File: src/rtl/fts_sram_pkg.sv
package fts_sram_pkg;

    localparam int BYTE_W = 8;

    typedef enum logic [1:0] {
        ST_DESEL = 2'd0,
        ST_READ  = 2'd1,
        ST_WRITE = 2'd2
    } cyc_state_e;

    function automatic cyc_state_e classify(input logic sel, input logic gw_n,
                                            input logic bwe_n);
        if (!sel)               return ST_DESEL;
        else if (!gw_n || !bwe_n) return ST_WRITE;
        else                    return ST_READ;
    endfunction

endpackage

File: src/rtl/fts_in_reg.sv
module fts_in_reg #(
    parameter int ADDR_W = 6,
    parameter int LANES  = 4,
    localparam int DATA_W = LANES * fts_sram_pkg::BYTE_W
) (
    input  logic              clk,
    input  logic              rst,
    input  logic [ADDR_W-1:0] addr,
    input  logic [DATA_W-1:0] din,
    input  logic              gw_n,
    input  logic              bwe_n,
    input  logic [LANES-1:0]  be_n,
    output logic [ADDR_W-1:0] addr_q,
    output logic [DATA_W-1:0] din_q,
    output logic              gw_n_q,
    output logic              bwe_n_q,
    output logic [LANES-1:0]  be_n_q
);

    always_ff @(posedge clk) begin
        if (rst) begin
            addr_q  <= '0;
            din_q   <= '0;
            gw_n_q  <= 1'b1;
            bwe_n_q <= 1'b1;
            be_n_q  <= '1;
        end else begin
            addr_q  <= addr;
            din_q   <= din;
            gw_n_q  <= gw_n;
            bwe_n_q <= bwe_n;
            be_n_q  <= be_n;
        end
    end

endmodule

File: src/rtl/fts_lane_decode.sv
module fts_lane_decode #(
    parameter int LANES = 4
) (
    input  fts_sram_pkg::cyc_state_e state,
    input  logic                     gw_n_q,
    input  logic                     bwe_n_q,
    input  logic [LANES-1:0]         be_n_q,
    output logic [LANES-1:0]         lane_we
);
    import fts_sram_pkg::*;

    // Level one: global write claims every lane.
    // Level two: byte-write enable qualifies the per-lane enables.
    always_comb begin
        lane_we = '0;
        unique case (state)
            ST_WRITE: begin
                if (!gw_n_q)       lane_we = '1;
                else if (!bwe_n_q) lane_we = ~be_n_q;
                else               lane_we = '0;
            end
            ST_READ:  lane_we = '0;
            ST_DESEL: lane_we = '0;
            default:  lane_we = '0;
        endcase
    end

endmodule

File: src/rtl/fts_byte_array.sv
module fts_byte_array #(
    parameter int ADDR_W = 6,
    parameter int LANES  = 4,
    localparam int BW     = fts_sram_pkg::BYTE_W,
    localparam int DATA_W = LANES * BW,
    localparam int DEPTH  = 1 << ADDR_W
) (
    input  logic              clk,
    input  logic [ADDR_W-1:0] addr_q,
    input  logic [DATA_W-1:0] din_q,
    input  logic [LANES-1:0]  lane_we,
    output logic [DATA_W-1:0] rd_word
);

    for (genvar g = 0; g < LANES; g++) begin : g_lane
        logic [BW-1:0] store [DEPTH];

        always_ff @(posedge clk) begin
            if (lane_we[g]) store[addr_q] <= din_q[g*BW +: BW];
        end

        assign rd_word[g*BW +: BW] = store[addr_q];
    end

endmodule

File: src/rtl/fts_sram.sv
module fts_sram #(
    parameter int ADDR_W = 6,
    parameter int LANES  = 4,
    localparam int DATA_W = LANES * fts_sram_pkg::BYTE_W
) (
    input  logic              clk,
    input  logic              rst,
    input  logic [ADDR_W-1:0] addr,
    input  logic [DATA_W-1:0] din,
    input  logic              gw_n,
    input  logic              bwe_n,
    input  logic [LANES-1:0]  be_n,
    input  logic              ce1_n,
    input  logic              ce2,
    input  logic              ce3_n,
    output logic [DATA_W-1:0] dout
);
    import fts_sram_pkg::*;

    cyc_state_e        state, state_nx;
    logic [ADDR_W-1:0] addr_q;
    logic [DATA_W-1:0] din_q, rd_word;
    logic              gw_n_q, bwe_n_q;
    logic [LANES-1:0]  be_n_q, lane_we;
    logic              sel_in;

    assign sel_in   = !ce1_n && ce2 && !ce3_n;
    assign state_nx = classify(sel_in, gw_n, bwe_n);

    // State register: one cycle kind per captured edge.
    always_ff @(posedge clk) begin
        if (rst) state <= ST_DESEL;
        else     state <= state_nx;
    end

    fts_in_reg #(.ADDR_W(ADDR_W), .LANES(LANES)) u_in_reg (
        .clk(clk), .rst(rst), .addr(addr), .din(din), .gw_n(gw_n),
        .bwe_n(bwe_n), .be_n(be_n), .addr_q(addr_q), .din_q(din_q),
        .gw_n_q(gw_n_q), .bwe_n_q(bwe_n_q), .be_n_q(be_n_q)
    );

    fts_lane_decode #(.LANES(LANES)) u_decode (
        .state(state), .gw_n_q(gw_n_q), .bwe_n_q(bwe_n_q),
        .be_n_q(be_n_q), .lane_we(lane_we)
    );

    fts_byte_array #(.ADDR_W(ADDR_W), .LANES(LANES)) u_array (
        .clk(clk), .addr_q(addr_q), .din_q(din_q),
        .lane_we(lane_we), .rd_word(rd_word)
    );

    // Output process: flow-through on reads, zero otherwise.
    always_comb begin
        unique case (state)
            ST_READ:  dout = rd_word;
            ST_WRITE: dout = '0;
            ST_DESEL: dout = '0;
            default:  dout = '0;
        endcase
    end


    reset_idle_chk: assert property (@(posedge clk) rst |=> (dout == '0 && lane_we == '0));


    lane_all_chk: assert property (@(posedge clk) disable iff (rst)
        ($past(sel_in) && !$past(gw_n)) |-> lane_we == '1);


    lane_sel_chk: assert property (@(posedge clk) disable iff (rst)
        ($past(sel_in) && $past(gw_n) && !$past(bwe_n)) |-> lane_we == ~$past(be_n));


    read_flow_chk: assert property (@(posedge clk) disable iff (rst)
        ($past(sel_in) && $past(gw_n) && $past(bwe_n)) |-> (lane_we == '0 && dout == rd_word));


    desel_nowrite_chk: assert property (@(posedge clk) disable iff (rst)
        !$past(sel_in) |-> (lane_we == '0 && dout == '0));

endmodule

File: config.mk
export PLATFORM = sky130hd
export DESIGN_NAME = fts_sram
export DESIGN_NICKNAME = d
export VERILOG_FILES = /design/src/rtl/fts_sram_pkg.sv /design/src/rtl/fts_in_reg.sv /design/src/rtl/fts_lane_decode.sv /design/src/rtl/fts_byte_array.sv /design/src/rtl/fts_sram.sv
export SDC_FILE = /design/constraint.sdc
export NUM_CORES = 2
export LEC_CHECK = 0
export BUFFER_PORTS_ARGS = -buffer_cell sky130_fd_sc_hd__buf_2
export CELL_PAD_IN_SITES_DETAIL_PLACEMENT = 0
export CELL_PAD_IN_SITES_GLOBAL_PLACEMENT = 1
export CORE_MARGIN = 4
export CORE_UTILIZATION = 29
export DETAILED_ROUTE_END_ITERATION = 8
export GPL_TIMING_DRIVEN = 0
export PLACE_DENSITY_LB_ADDON = 0.1
export SYNTH_ARGS = -nofsm -noshare
export SYNTH_HDL_FRONTEND = slang
export SYNTH_HIERARCHICAL = 1
export SYNTH_SLANG_ARGS = --single-unit
export TNS_END_PERCENT = 20
File: constraint.sdc
create_clock -name clk -period 4.15 [get_ports clk]
set_input_delay 0.2075 -clock clk [delete_from_list [all_inputs] [get_ports clk]]
set_output_delay 0.2075 -clock clk [all_outputs]
set_load 0.1 [all_outputs]
==> qor.yml <==
grt_first_pass_wirelength_um: 512000
placed_area_mm2: 0.0865
htree_num_levels: 4
vias: 52500
busiest_layer: "met2"
fillCellCount: 25700
globalRouteMet3Util_pct: 6.10
crit_type: "register to output port"
grt_max_degree: 65
cpMaxStageDelayCell: "o21ai_2"
async_flop_share_pct: 0
cts_root_buf: "clkbuf_16"
design_area_mm2: 0.101
period_needed_ns: 4.56
critPathMostFrequentCell: "buf_12"
ys.flop_type: "edfxtp_1"
drtAntennaViolNets: 0
crit_chain: "buf_12 > buf_16 > inv_2 > buf_12 > buf_12 > clkbuf_4 > o22ai_1 > o21ai_2 > o2111ai_4 > a211o_1 > and2_1 > buf_4"
drive_above_1_share_pct: 28.2
total_power_mw: 48.7
relSlewSlack_pct: -11.1
violations: "max-capacitance violations, max-slew violations, negative setup slack"
clockBufferDepth: 3
finalSetupViolations: 755
syn_to_final_growth_pct: 26.3
fin_ws_ns: -0.405
fmax_mhz: 220
dp_hpwl_um: 286000
worstSkewPairLatency_ns: 0.91
cts_sinks: 2094
hold_viol: 0
path_clk_slew_ns: 0.06
leakage_nw: 29.2
std_cell_rows: 192
viasPerCell: 5.80
synth_edf_count: 2048
yosys.cell_types.count: 69
tightest_slew_ns: 1.67
netlist_instances: 4638
worstPathMaxFanout: 10
route.detailed.drc: 0
routed_wl_um: 405000
antenna_found_initial: 57
seq_area_mm2: 0.0625
fin_crit_sh_pct: 110
hold_path_class: "input port to register"
synth_nets: 4687
peakVddDrop_uv: 386
routabilityCongestion: 1.00
endpoint_kind: "output port"
port_buffers: 80
fin_util_pct: 36.8
grt_pass1_vias: 48900
die_w_um: 533
p_per_area_mw_per_mm2: 482
use_met1_pct: 37.7
required_ns: 3.94
dp_worst_setup_slack_ns: -1.74
critPathBufInv: 7
path_delay_family: "buffers and inverters"
die-area_mm2: 0.284
ys_ff_latch: 2094
avgSynthCellArea_um2: 17.2
cts-buffers-inserted: 232
wire_per_inst_um: 44.7
crit_path_start_kind: "register"
critPathArrivalTime_ns: 4.35
yosys_warnings: 6
initial_core_util_pct: 29.2
io_pins: 81
run_status: "finished, violations left"
yosysSeqAreaShare_pct: 78.1
track_usage_pct: 27.6
multiInputGateArea_mm2: 0.0189
fin_skew_ns: 0.0688
critPathMaxStageDelay_ns: 0.39
firstDrtPassIters: 6
final_nets: 5181
coreArea_mm2: 0.274
post-place-cells: 8466
cts_tree: "yes"
grt_overflow: 0
drt-initial-drc-count: 8491
fin_cells: 9052
die_h_um: 533
maxSlewViolCount: 20
timing.max_cap.violations: 2
netlist_area_mm2: 0.0800
rsz0062_at_grt: "yes"
use_met2_pct: 41.3
cells in the mapped netlist (29+ instances only):
master / n / area (um2)
edfxtp_1: 2048 / 61500
nor2_1: 421 / 1580
a221oi_1: 323 / 2830
a22oi_1: 299 / 2240
clkbuf_1: 157 / 589
mux2i_1: 149 / 1490
o21ai_0: 145 / 726
buf_2: 127 / 636
o22ai_1: 124 / 776
mux2_2: 97 / 1090
a21oi_1: 94 / 470
nand2_1: 76 / 285
mux4_2: 58 / 1310
a222oi_1: 52 / 521
dfxtp_1: 46 / 921
nor2b_1: 46 / 288
and2_1: 36 / 225
buf_1: 35 / 131
o21ai_1: 29 / 145
metal layers:
| layer | vias to the layer above | wire (um) |
|---|---|---|
| met5 | - | 145 |
| met1 | 28500 | 165000 |
| met2 | 3142 | 177000 |
| li1 | 20200 | - |
| met4 | 15 | 24000 |
| met3 | 689 | 38300 |
logic make-up after synthesis:
| kind of cell | synth area share (%) |
|---|---|
| AOI/OAI and AO/OA | 11.0 |
| buffers and inverters | 2.15 |
| DFF | 78.1 |
| muxes | 5.04 |
| and+or+nand+nor | 3.78 |
layout by cell type, fill, tap and decap left out, drive strengths merged, types with 39 or more instances in the layout:
master,count
o21ai,174
nor2,422
a21oi,95
nor2b,47
dlygate4sd3,57
clkbuf,428
diode,39
edfxtp,2048
a221oi,333
o22ai,124
a222oi,52
nand2,77
dfxtp,46
mux2i,149
a22oi,299
mux4,58
clkinv,103
mux2,109
buf,415
flip-flops by register name (all words and copies together), names as in the netlist:
name,cells
u_array/g_lane.store,2048
state,2
u_in_reg/din_q,32
u_in_reg/gw_n_q,1
u_in_reg/addr_q,6
u_in_reg/bwe_n_q,1
u_in_reg/be_n_q,4
tightest hold or removal path, stage by stage:
cell           delay (ns)
dlygate4sd3_1        0.52
buf_2                0.09
nor2b_1              0.10
layout make-up:
class | instances | share of cell area (%)
buffer | 353 | 3.82
tap | 3686 | 4.57
inverter | 4 | 0.0186
timing repair buffer | 263 | 3.28
multi-input combinational | 2184 | 18.7
clock inverter | 143 | 1.56
clock buffer | 286 | 6.03
sequential | 2094 | 61.9
antenna | 39 | 0.0966
per-stage QoR:
stage / hold WS [ns] / setup TNS, ns
6_report: 0.0404 / -93.18
5_1_grt: 0.0182 / -26.30
4_1_cts: 0.00147 / -16.65
3_5_place_dp: 0.389 / -2044.88
3_3_place_gp: 0.392 / -3000.83
2_1_floorplan: 0.279 / 0
power breakdown:
group	internal, mW	leakage (nW)	total [mW]	switching [mW]
clock network	12.1	3.73	21.0	8.83
registers	23.2	16.5	23.5	0.243
logic	1.26	9.03	4.23	2.97
repair_timing:
action                                 in CTS  in global routing
resized for setup                        1218                213
pin swaps                                  96                 83
setup buffers                              21                 36
gates cloned                                4                  3
hold buffers                               57                  0
endpoints found under the hold margin      46                  0
setup endpoints to repair                2048                255
worst paths after layout:
check,start,to,slack (ns),cells after the start
worst max-delay path,u_in_reg/addr_q[2],dout[3],-0.41,12
worst min-delay path,addr[2],u_in_reg/addr_q[2],0.04,3
worst max register to register,u_in_reg/addr_q[1],u_array/g_lane[0].store[54][5],-0.33,8
worst min register to register,u_in_reg/din_q[1],u_array/g_lane[0].store[21][1],0.52,0
No activity file was read; power rests on OpenSTA's default activity.
